File: src/rtl/abt_pkg.sv
package abt_pkg;

    typedef enum logic [2:0] {
        ST_IDLE,
        ST_FILL,
        ST_FLIP,
        ST_SCAN,
        ST_DRAIN,
        ST_MEND
    } abt_state_e;

endpackage

File: src/rtl/abt_offset_gen.sv
// Maps a tested-offset index to its offset: index 0 is offset 0,
// index j >= 1 is 2^(SKIP+j-1).
module abt_offset_gen #(
    parameter int AW   = 16,
    parameter int SKIP = 0,
    parameter int IW   = 5
) (
    input  logic [IW-1:0] idx_i,
    output logic [AW-1:0] offset_o
);

    always_comb begin
        offset_o = '0;
        if (idx_i != '0) begin
            offset_o = AW'(1) << (SKIP + int'(idx_i) - 1);
        end
    end

endmodule

File: src/rtl/abt_alias_cmp.sv
// Tags each read request with its index and compares the returning data
// against the complement pattern one cycle later.
module abt_alias_cmp #(
    parameter int DW = 8,
    parameter int IW = 5
) (
    input  logic          clk,
    input  logic          rst_n,
    input  logic          issue_i,
    input  logic [IW-1:0] issue_idx_i,
    input  logic [DW-1:0] rdata_i,
    input  logic [DW-1:0] inv_i,
    output logic          hit_o,
    output logic [IW-1:0] hit_idx_o
);

    typedef struct packed {
        logic          vld;
        logic [IW-1:0] idx;
    } pend_t;

    pend_t pend_d, pend_q;

    always_comb begin
        pend_d.vld = issue_i;
        pend_d.idx = issue_i ? issue_idx_i : pend_q.idx;
    end

    always_ff @(posedge clk or negedge rst_n) begin
        if (!rst_n) begin
            pend_q <= '0;
        end else begin
            pend_q <= pend_d;
        end
    end

    assign hit_o     = pend_q.vld && (rdata_i == inv_i);
    assign hit_idx_o = pend_q.idx;

endmodule

File: src/rtl/addr_bus_tester.sv
module addr_bus_tester
    import abt_pkg::*;
#(
    parameter int AW   = 16,
    parameter int DW   = 8,
    parameter int SKIP = 0,
    localparam int RBW = $clog2(AW + 1)
) (
    input  logic           clk,
    input  logic           rst_n,
    input  logic           start_i,
    input  logic [AW-1:0]  base_addr_i,
    input  logic [RBW-1:0] region_bits_i,
    output logic           mem_en_o,
    output logic           mem_we_o,
    output logic [AW-1:0]  mem_addr_o,
    output logic [DW-1:0]  mem_wdata_o,
    input  logic [DW-1:0]  mem_rdata_i,
    output logic           busy_o,
    output logic           done_o,
    output logic           pass_o,
    output logic [AW-1:0]  fault_wr_off_o,
    output logic [AW-1:0]  fault_rd_off_o
);

    localparam int IW = ((AW - SKIP + 1) > 1) ? $clog2(AW - SKIP + 1) : 1;

    function automatic logic [DW-1:0] alt_pattern();
        logic [DW-1:0] p;
        for (int i = 0; i < DW; i++) begin
            p[i] = (i % 2) == 1;
        end
        return p;
    endfunction

    localparam logic [DW-1:0] FILL_PAT = alt_pattern();
    localparam logic [DW-1:0] FLIP_PAT = ~FILL_PAT;

    typedef struct packed {
        abt_state_e    st;
        logic [AW-1:0] base;
        logic [IW-1:0] last;
        logic [IW-1:0] tix;
        logic [IW-1:0] cix;
        logic          done;
        logic          pass;
        logic [IW-1:0] f_wr;
        logic [IW-1:0] f_rd;
    } ctl_t;

    ctl_t d, q;

    logic [RBW-1:0] rb_clamp;
    logic [IW-1:0]  last_idx;
    logic [IW-1:0]  sel_idx;
    logic [AW-1:0]  sel_off;
    logic           rd_issue;
    logic           hit;
    logic [IW-1:0]  hit_idx;
    logic           en_c;
    logic           we_c;
    logic [DW-1:0]  wdata_c;
    logic [AW-1:0]  base_lat;

    // Region size clamp and index of the highest tested offset
    always_comb begin
        rb_clamp = (int'(region_bits_i) > AW) ? RBW'(AW) : region_bits_i;
        last_idx = (int'(rb_clamp) > SKIP) ? IW'(int'(rb_clamp) - SKIP) : '0;
    end

    abt_offset_gen #(.AW(AW), .SKIP(SKIP), .IW(IW)) u_off_sel (
        .idx_i    (sel_idx),
        .offset_o (sel_off)
    );

    abt_offset_gen #(.AW(AW), .SKIP(SKIP), .IW(IW)) u_off_wr (
        .idx_i    (q.f_wr),
        .offset_o (fault_wr_off_o)
    );

    abt_offset_gen #(.AW(AW), .SKIP(SKIP), .IW(IW)) u_off_rd (
        .idx_i    (q.f_rd),
        .offset_o (fault_rd_off_o)
    );

    abt_alias_cmp #(.DW(DW), .IW(IW)) u_cmp (
        .clk         (clk),
        .rst_n       (rst_n),
        .issue_i     (rd_issue),
        .issue_idx_i (q.cix),
        .rdata_i     (mem_rdata_i),
        .inv_i       (FLIP_PAT),
        .hit_o       (hit),
        .hit_idx_o   (hit_idx)
    );

    always_comb begin
        d        = q;
        d.done   = 1'b0;
        en_c     = 1'b0;
        we_c     = 1'b0;
        wdata_c  = FILL_PAT;
        sel_idx  = q.cix;
        rd_issue = 1'b0;
        case (q.st)
            ST_IDLE: begin
                if (start_i) begin
                    d.st   = ST_FILL;
                    d.base = base_addr_i;
                    d.last = last_idx;
                    d.tix  = '0;
                    d.cix  = '0;
                    d.pass = 1'b0;
                    d.f_wr = '0;
                    d.f_rd = '0;
                end
            end
            ST_FILL: begin
                en_c    = 1'b1;
                we_c    = 1'b1;
                wdata_c = FILL_PAT;
                sel_idx = q.cix;
                if (q.cix == q.last) begin
                    d.cix = '0;
                    d.st  = ST_FLIP;
                end else begin
                    d.cix = q.cix + 1'b1;
                end
            end
            ST_FLIP: begin
                en_c    = 1'b1;
                we_c    = 1'b1;
                wdata_c = FLIP_PAT;
                sel_idx = q.tix;
                d.cix   = '0;
                d.st    = ST_SCAN;
            end
            ST_SCAN: begin
                if (hit) begin
                    d.st   = ST_IDLE;
                    d.done = 1'b1;
                    d.pass = 1'b0;
                    d.f_wr = q.tix;
                    d.f_rd = hit_idx;
                end else begin
                    if (q.cix != q.tix) begin
                        en_c     = 1'b1;
                        sel_idx  = q.cix;
                        rd_issue = 1'b1;
                    end
                    if (q.cix == q.last) begin
                        d.st = ST_DRAIN;
                    end else begin
                        d.cix = q.cix + 1'b1;
                    end
                end
            end
            ST_DRAIN: begin
                if (hit) begin
                    d.st   = ST_IDLE;
                    d.done = 1'b1;
                    d.pass = 1'b0;
                    d.f_wr = q.tix;
                    d.f_rd = hit_idx;
                end else begin
                    d.st = ST_MEND;
                end
            end
            ST_MEND: begin
                en_c    = 1'b1;
                we_c    = 1'b1;
                wdata_c = FILL_PAT;
                sel_idx = q.tix;
                if (q.tix == q.last) begin
                    d.st   = ST_IDLE;
                    d.done = 1'b1;
                    d.pass = 1'b1;
                end else begin
                    d.tix = q.tix + 1'b1;
                    d.st  = ST_FLIP;
                end
            end
            default: begin
                d.st = ST_IDLE;
            end
        endcase
    end

    always_ff @(posedge clk or negedge rst_n) begin
        if (!rst_n) begin
            q    <= '0;
            q.st <= ST_IDLE;
        end else begin
            q <= d;
        end
    end

    assign mem_en_o    = en_c;
    assign mem_we_o    = we_c;
    assign mem_wdata_o = wdata_c;
    assign mem_addr_o  = q.base + sel_off;
    assign busy_o      = (q.st != ST_IDLE);
    assign done_o      = q.done;
    assign pass_o      = q.pass;
    assign base_lat    = q.base;

endmodule

File: config.mk
export PLATFORM = sky130hd
export DESIGN_NAME = addr_bus_tester
export DESIGN_NICKNAME = d
export VERILOG_FILES = /design/src/rtl/abt_pkg.sv /design/src/rtl/abt_offset_gen.sv /design/src/rtl/abt_alias_cmp.sv /design/src/rtl/addr_bus_tester.sv
export SDC_FILE = /design/constraint.sdc
export NUM_CORES = 1
export LEC_CHECK = 0
export BUFFER_PORTS_ARGS = -buffer_cell sky130_fd_sc_hd__clkbuf_2
export CORE_ASPECT_RATIO = 1.75
export CORE_UTILIZATION = 50
export CTS_BUF_LIST = sky130_fd_sc_hd__clkbuf_4
export CTS_CLUSTER_SIZE = 12
export DETAILED_ROUTE_END_ITERATION = 7
export GPL_TIMING_DRIVEN = 0
export PLACE_DENSITY_LB_ADDON = 0.25
export SLEW_MARGIN = 10
export SYNTH_ARGS = -nofsm -noshare
export SYNTH_HDL_FRONTEND = slang
export SYNTH_SLANG_ARGS = --single-unit
File: constraint.sdc
create_clock -name clk -period 5.8 [get_ports clk]
set_input_delay 0.87 -clock clk [delete_from_list [all_inputs] [get_ports clk]]
set_output_delay 0.87 -clock clk [all_outputs]
set_load 0.05 [all_outputs]
## Word level (Yosys, flattened, before mapping)

Cells that the tools add are included.

| cells by class | value |
|---|---|
| $mul | 0 |
| add/subtract/negate cells | 6 |
| shift operators | 3 |
| div/mod/pow operators | 0 |
| $lt $le $gt $ge | 2 |
| mux-type cells | 31 |
| reductions and logical operators | 19 |
| bitwise operators | 0 |
| equal/unequal tests | 17 |

Operator list:

| kind | count |
|---|---|
| left shift 1 x 32 -> 16 bit (first input constant) | 3 |
| 2-to-1 mux 16 bit | 3 |
| 2-to-1 mux 5 bit | 7 |
| 2-to-1 mux 34 bit | 1 |
| case mux 10 bit (2 select lines) | 1 |
| case mux 5 bit (4 select lines) | 1 |
| case mux 3 bit (6 select lines) | 1 |
| subtractor 5 x 1 -> 6 bit (second input constant) | 3 |
| adder 16 bit | 1 |
| nonzero test 5 bit | 3 |
| 2-to-1 mux 12 bit | 1 |
| 2-to-1 mux 3 bit | 4 |
| != test 2 bit (second input constant) | 6 |
| 2-to-1 mux 11 bit | 1 |
| adder 5 x 1 -> 5 bit (second input constant) | 2 |
| == test 5 bit | 2 |
| case mux 5 bit (2 select lines) | 1 |
| AND reduction 3 bit | 3 |
| == test 8 x 7 -> 1 bit (second input constant) | 1 |
| 2-to-1 mux 8 bit | 1 |
| AND reduction 4 bit | 2 |
| == test 3 x 2 -> 1 bit (second input constant) | 2 |
| == test 3 bit (second input constant) | 2 |
| nonzero test 3 bit | 2 |
| other kinds (17) | 24 |

| storage, ports and cells | value |
|---|---|
| ROM bits | 0 |
| logic and storage cells | 89 |
| input bits | 32 |
| bits in registers | 52 |
| bits in latches | 0 |
| RAM bits | 0 |
| memories kept | 0 |

## Depth between registers and ports, before layout

Gate-level depths: netlist of the first run.

| logic depth | value |
|---|---|
| word-level depth | 7 |
| mapped depth | 21 |

## Cells and area by module

From an unflattened synthesis of the first run, not the netlist that was laid out.

| unflattened totals | value |
|---|---|
| cells, all modules | 517 |
| area total of the unflattened synthesis | 4490.6 um2 |

Modules (own cells, without submodules):

| module | area each (um2) | instances | cells each |
|---|---|---|---|
| addr_bus_tester | 3059.2 | 1 | 309 |
| abt_offset_gen | 364.1 | 3 | 60 |
| abt_alias_cmp | 339.1 | 1 | 28 |

## Least setup slack after synthesis of the first run

OpenSTA, ideal clock, no wires.

| timing | value |
|---|---|
| path type | flip-flop to output port |
| start point | register q[44] (netlist name) |
| end point | output port mem_addr_o[15] |
| path slack | -0.249 ns |
| data required time | 4.930 ns |
| stages on the path, launching flop included | 20 |
| data arrival time | 5.179 ns |
| path buffers | 2 |
| cells stage by stage | dfrtp_1 > buf_6 > inv_4 > buf_6 > a221oi_2 > o2bb2ai_2 > inv_2 > ha_1 > nand2b_1 > a21oi_1 > a31oi_1 > nor2_1 > ha_1 > a2111oi_0 > nor3_1 > and2_1 > a221o_1 > a41oi_1 > a2111oi_0 > nor4_1 |

| on the way | value |
|---|---|
| word-level cells in the longest chain between the ends | 7 |

Ends and longest elaborated chain:

| element | line | RTL |
|---|---|---|
| start: declaration | addr_bus_tester.sv:51 | `ctl_t d, q;` |
| == test 3 bit / == test 3 x 2 -> 1 bit (equally long branches) | addr_bus_tester.sv:105 | `case (q.st)` |
| OR reduction 2 bit (no line) (*) | - |  |
| 2-to-1 mux 5 bit (*) | - |  |
| subtractor 5 x 1 -> 6 bit | abt_offset_gen.sv:15 | `offset_o = AW'(1) << (SKIP + int'(idx_i) - 1);` |
| left shift 1 x 32 -> 16 bit | abt_offset_gen.sv:15 |  |
| 2-to-1 mux 16 bit (*) | abt_offset_gen.sv:14 | `if (idx_i != '0) begin` |
| adder 16 bit (*) | addr_bus_tester.sv:201 | `assign mem_addr_o = q.base + sel_off;` |
| end: declaration | addr_bus_tester.sv:16 | `output logic [AW-1:0] mem_addr_o,` |

Every way passes the cells marked *; elsewhere a longest branch is shown, timed or not.

## Worst setup path after layout of the first run

| timing | value |
|---|---|
| start point | register q[45] (netlist name) |
| end point | output port mem_addr_o[15] |

Same word-level chain as after synthesis.

==> results of run 1 <==
[how the worst max path moves through the flow]
stage / startpoint / to / slack, ns / cells after the start
after floorplan: q[44] / mem_addr_o[15] / 0.31 / 19
after global placement: q[12] / mem_addr_o[15] / 0.07 / 18
after detailed placement: q[12] / mem_addr_o[15] / -0.18 / 18
after CTS: q[45] / mem_addr_o[15] / 0.02 / 18
after global routing: q[45] / mem_addr_o[15] / -0.009 / 19
final: q[45] / mem_addr_o[15] / 0.25 / 17
[registers in the layout (all words and copies together), names as in the netlist]
signal	flops
base_lat	16
done_o	1
pass_o	1
q	28
u_cmp.hit_idx_o	5
u_cmp.pend_q	1
[stage by stage]
step / util, % / area (sq um) / setup TNS [ns]
detailed placement: 59.0 / 4940 / -0.179
global placement: 59.0 / 4940 / 0
finish: 61.9 / 5180 / 0
global route: 61.9 / 5180 / -0.00866
floorplan: - / 4330 / 0
CTS: 60.9 / 5090 / 0
[worst max-delay path, stage by stage, from the launching register on]
cell and delay [ns]:
dfrtp_1 0.40, buf_6 0.15, buf_2 0.20, a221oi_4 0.32, o2bb2ai_4 0.15, inv_2 0.12, ha_4 0.22, or3_1 0.50
nor2_1 0.21, ha_1 0.30, o21ai_1 0.12, o21ai_1 0.08, and2_1 0.20, a221o_1 0.38, a41oi_2 0.25, a211oi_1 0.08
nor4_2 0.35, clkbuf_8 0.25
[report_power, final]
part	internal [mW]	switching, mW	total (mW)
Sequential	0.471	0.108	0.579
Clock	0.0974	0.120	0.217
Combinational	0.803	1.66	2.46
Total	1.37	1.88	3.26
[metal layers]
layer,up-vias,global-route usage (%)
li1,2031,-
met1,1933,22.4
met2,157,47.9
met3,51,3.46
met4,0,17.9
met5,-,0
[cell type report]
cell class                      count  area [sq um]  share of cell area [%]
Clock inverter                      2          38.8                   0.749
Clock buffer                        6          45.0                   0.870
Sequential cell                    52          1300                    25.1
Antenna cell                        1          2.50                  0.0483
Buffer                             33           190                    3.67
Inverter                           23          88.8                    1.72
Multi-Input combinational cell    415          2870                    55.5
Timing Repair Buffer               95           494                    9.55
Tap cell                          115           144                    2.78
[kinds of logic after synthesis]
group / after synthesis
AO/OA/AOI/OAI: 114
XOR/XNOR: 36
adder cells (fa/ha/maj): 23
buffers and inverters: 60
flip-flops: 52
multiplexers: 8
AND/OR/NAND/NOR: 234
[layout by cell type (no fill, tap or decap), drive strengths merged, types with 3 or more instances in the layout]
cell type / instances
a31oi: 3
nand2: 91
a21o: 10
nor2: 73
o21ai: 18
dfrtp: 52
a22o: 14
a2111oi: 6
nand4: 8
a21oi: 21
nand2b: 11
inv: 24
xor2: 17
nor4: 4
nand3b: 5
o22ai: 3
o211ai: 4
ha: 22
nand3: 13
a211oi: 6
and3: 3
o21bai: 3
o2bb2ai: 5
xnor2: 19
nor3: 12
buf: 22
clkbuf: 112
or3: 6
mux2: 5
a221oi: 6
mux2i: 3
[repair_timing]
item / CTS / global route
buffers inserted: 2 / 1
pin swaps: 1 / 2
gates resized for setup: 12 / 10
endpoints found under the setup margin: 3 / 2
gates cloned: 0 / 0
==> flow_metrics.py, run 1 <==
metrics = {
    "cts": {
        "cts_root_buffer": "clkbuf_4",
        "cts_htree_levels": 2,
        "cts_tree": "done",
        "clock_tree.buffer_depth": 2,
        "cts_buffers": 5,
        "clkTransAtPathRegs_ns": 0.15,
        "cts_hold_buf": 0,
        "clk_latency_ns": 0.39,
        "cts.sinks": 52,
    },
    "logic_synthesis": {
        "syn_nets": 582,
        "ys_seq_elements": 52,
        "ys.flop_type": "dfrtp_1",
        "avgSynthCellArea_sq_um": 8.21,
        "yosysTopAreaCellShare_pct": 30.1,
        "synth_xor_area_share_pct": 7.29,
        "synth_top_family_by_area": "simple AND/OR/NAND/NOR gates",
        "synth_compound_area_share_pct": 21.7,
        "synth_edf_count": 0,
        "syn_area_sq_um": 4330,
        "synth_fa_ha_area_share_pct": 6.82,
        "synth-simple-area-share_pct": 25.3,
        "synth_area_leader_cell": "dfrtp_1",
        "synthArstFlopShare_pct": 100,
        "postSynthCellCount": 527,
        "synth_cell_types": 71,
        "synth.most_common_cell": "nand2_1",
        "synth_area_leaders": "dfrtp_1 30%, nand2_1 7.8%, ha_1 6.4%",
        "ys_warn_count": 0,
        "yosysSeqAreaShare_pct": 30.1,
        "synth_mux_area_share_pct": 1.99,
        "synth_common_cells": "90 x nand2_1, 72 x nor2_1, 52 x dfrtp_1",
    },
    "die": {
        "num_rows": 44,
        "die_y_microns": 125,
        "die_x_microns": 72.3,
        "dieArea_sq_um": 9050,
        "core_area_sq_um": 8370,
        "ios": 93,
        "start_util_pct": 51.7,
    },
    "critical_path": {
        "cp_data_required_time_ns": 4.93,
        "path_max_fanout": 10,
        "worst_setup_path_start_kind": "flop",
        "reg2reg_depth": 6,
        "path_class": "flop to output pin",
        "endpoint_kind": "output pin",
        "crit_arrival_ns": 4.68,
        "worstReg2RegEnd": "q[44]",
        "r2r-start": "q[12]",
        "r2r_slack_ns": 3.48,
    },
    "power_and_ir_drop": {
        "ir_drop_mv": 0.791,
        "power_mw": 3.26,
        "power_density_nw_per_um2": 629,
        "p_leak_nw": 2.51,
    },
    "timing": {
        "setup_ws_ns": 0.249,
        "setup_viol": 0,
        "hold_viol_final": 0,
        "fmax_mhz": 180,
        "hold_slack_ns": 0.509,
        "relSlewSlack_pct": 26.0,
        "worst_pin_slew_ns": 1.08,
        "min_period_over_period_pct": 95.7,
        "skew_ns": 0.0146,
        "maxSlewViolCount": 0,
        "period_needed_ns": 5.55,
    },
    "detailed_routing": {
        "drc": 0,
        "vias": 4172,
        "initialDrtViolationCount": 141,
        "dr_wl_met2_mm": 6.02,
        "wl_met3_microns": 402,
        "top_layer_used": "met4",
        "antenna_left": 0,
        "wl_met1_mm": 3.79,
        "wl_per_cell_microns": 14.7,
        "drt_pass1_iterations": 5,
        "vias_per_cell": 5.62,
        "drt_wl_total_mm": 10.9,
    },
    "hold_path": {
        "min_from": "u_cmp.hit_idx_o[2]",
        "min_path_cells": 1,
        "min_path_type": "flop to flop",
        "min_to": "q[2]",
    },
    "placed_design": {
        "place_inst": 734,
        "dp_hpwl_mm": 8.61,
        "portBuffers": 92,
        "gp_congestion": 0.891,
        "dp_worst_setup_slack_ns": -0.179,
    },
    "final_layout": {
        "nFillCells": 774,
        "stdcell_count": 742,
        "nNetsFinal": 680,
        "area_growth_syn_to_layout_pct": 19.6,
        "drive_above_1_share_pct": 24.8,
    },
    "global_routing": {
        "antenna_found_initial": 1,
        "grt_use_total_pct": 24.9,
        "grt_overflow": 0,
        "grt_max_degree": 53,
        "grt_pass1_vias": 4103,
        "grt_pass1_wl_mm": 17.8,
    },
    "status": {
        "run_status": "finished, final reports clean",
    },
    "run": {
        "maxCapViolCount": 0,
    },
}
No activity file was read; power rests on OpenSTA's default activity.
==> inputs of run 2 (changes only) <==
CTS_BUF_LIST = sky130_fd_sc_hd__clkbuf_2 sky130_fd_sc_hd__clkbuf_4 sky130_fd_sc_hd__clkbuf_8   (was sky130_fd_sc_hd__clkbuf_4)
PLACE_DENSITY_LB_ADDON = 0.1   (was 0.25)
==> flow_metrics.py, run 2 (synthesis results as in run 1) <==
metrics = {
    "final_layout": {
        "design_area_sq_um": 5210,
        "area_growth_syn_to_layout_pct": 20.3,
        "nNetsFinal": 683,
        "largest-register": "q",
        "final_cell_mix": "90 x nand2_1, 90 x clkbuf_2, 72 x nor2_1, 52 x dfrtp_1, 20 x inv_1",
        "drive_above_1_share_pct": 25.4,
        "nFillCells": 791,
        "largest_reg_flops": 28,
        "multiInputGateArea_sq_um": 2870,
        "seqCellArea_sq_um": 1300,
        "n_antenna_cell": 0,
    },
    "timing": {
        "worst_pin_slew_ns": 1.02,
        "hold_viol_final": 0,
        "period_needed_ns": 5.53,
        "fin_tns_setup_ns": 0,
        "min_period_over_period_pct": 95.3,
        "fmax_mhz": 181,
        "skew_ns": 0.0145,
        "maxSlewViolCount": 0,
        "relSlewSlack_pct": 30.5,
        "setup_viol": 0,
    },
    "placed_design": {
        "gp_congestion": 0.830,
        "place_area_sq_um": 4940,
        "dp_hpwl_mm": 8.58,
        "portBuffers": 92,
    },
    "critical_path": {
        "endpoint_kind": "output pin",
        "path_class": "flop to output pin",
        "cp_data_required_time_ns": 4.93,
        "worst_setup_path_start_kind": "flop",
        "path_max_fanout": 9,
        "crit_arrival_ns": 4.66,
    },
    "cts": {
        "cts_buffers": 5,
        "clk_latency_ns": 0.33,
        "cts.sinks": 52,
        "cts_root_buffer": "clkbuf_8",
        "cts_tree": "done",
        "cts_hold_buf": 0,
        "cts_htree_levels": 2,
        "clock_tree.buffer_depth": 2,
        "clkTransAtPathRegs_ns": 0.11,
    },
    "detailed_routing": {
        "drc": 0,
        "drt_pass1_iterations": 4,
        "vias_per_cell": 5.51,
        "antenna_left": 0,
        "vias": 4097,
        "wl_per_cell_microns": 14.9,
        "initialDrtViolationCount": 185,
        "drt_wl_total_mm": 11.1,
    },
    "global_routing": {
        "grt_use_total_pct": 25.6,
        "grt_pass1_vias": 3924,
        "antenna_found_initial": 0,
        "grt_max_degree": 53,
        "grt_overflow": 0,
        "grt_pass1_wl_mm": 18.2,
    },
    "power_and_ir_drop": {
        "power_density_nw_per_um2": 632,
        "ir_drop_mv": 0.508,
        "p_leak_nw": 2.53,
    },
    "die": {
        "start_util_pct": 51.7,
        "core_area_sq_um": 8370,
        "die_y_microns": 125,
        "ios": 93,
        "dieArea_sq_um": 9050,
        "die_x_microns": 72.3,
        "num_rows": 44,
    },
    "hold_path": {
        "min_path_type": "flop to flop",
    },
    "run": {
        "maxCapViolCount": 0,
    },
    "status": {
        "run_status": "finished, final reports clean",
    },
}
-- run 2: where the power goes --
| part | internal (mW) | total (mW) | switching (mW) |
|---|---|---|---|
| clock | 0.0868 | 0.224 | 0.137 |
| combinational | 0.825 | 2.49 | 1.66 |
| sequential | 0.471 | 0.582 | 0.110 |
-- run 2: worst max-delay path, cell delays in order (launching register included) --
cell and delay [ns]:
dfrtp_1 0.36, buf_6 0.16, nor2b_4 0.15, buf_6 0.15, a22o_1 0.18, o2bb2ai_4 0.17
inv_2 0.10, ha_4 0.20, o41ai_4 0.36, nand2_1 0.14, nor2_1 0.18, ha_1 0.30
o21ai_0 0.26, o21ai_1 0.09, and2_1 0.20, a221o_1 0.42, a41o_1 0.32, a2111oi_4 0.29
nor4_2 0.10, clkbuf_8 0.20
-- run 2: per-stage QoR --
step / total power, mW / utilization (%) / hold WS (ns) / worst slack [ns] / std cells
6_report: 3.29 / 62.2 / 0.494 / 0.271 / 744
5_1_grt: 3.51 / 62.2 / 0.525 / -0.0163 / 744
4_1_cts: 3.15 / 60.8 / 0.500 / 0.0461 / 742
3_5_place_dp: 2.87 / 59.0 / 0.474 / -0.00117 / 734
3_3_place_gp: 2.82 / 59.0 / 0.466 / 0.0745 / 734
2_1_floorplan: 2.40 / - / 0.451 / 0.308 / 527
-- run 2: routing by layer --
metal | track usage, % | part of all wire (%) | wire (microns) | vias to the layer above
met3 | 2.58 | 2.3 | 259 | 28
met1 | 25.1 | 37 | 4070 | 1920
met2 | 49.9 | 56 | 6230 | 99
met5 | 0 | 0 | 0 | -
li1 | - | - | - | 2050
met4 | 13.8 | 4.6 | 510 | 0
-- run 2: final cells by class --
class / instances / area share, %
Buffer: 33 / 3.65
Clock buffer: 5 / 1.32
Clock inverter: 3 / 0.433
Inverter: 23 / 1.71
Multi-Input combinational cell: 415 / 55.2
Sequential cell: 52 / 25.0
Tap cell: 115 / 2.76
Timing Repair Buffer: 98 / 9.93
-- run 2: what timing repair did --
action | in CTS | in global routing
pin swaps | 1 | 4
hold endpoints to repair | 0 | 0
endpoints found under the setup margin | 4 | 3
setup buffers | 2 | 4
gates resized for setup | 9 | 14
-- run 2: final timing paths --
path	slack [ns]	start	endpoint	depth (start not counted)
min in group asynchronous	0.61	rst_n	q[23]	1
max	0.27	q[45]	mem_addr_o[15]	19
max in group asynchronous	4.71	rst_n	done_o	1
min reg2reg	0.49	base_lat[8]	base_lat[8]	2
max reg2reg	3.50	q[21]	q[21]	8
min	0.49	base_lat[8]	base_lat[8]	2
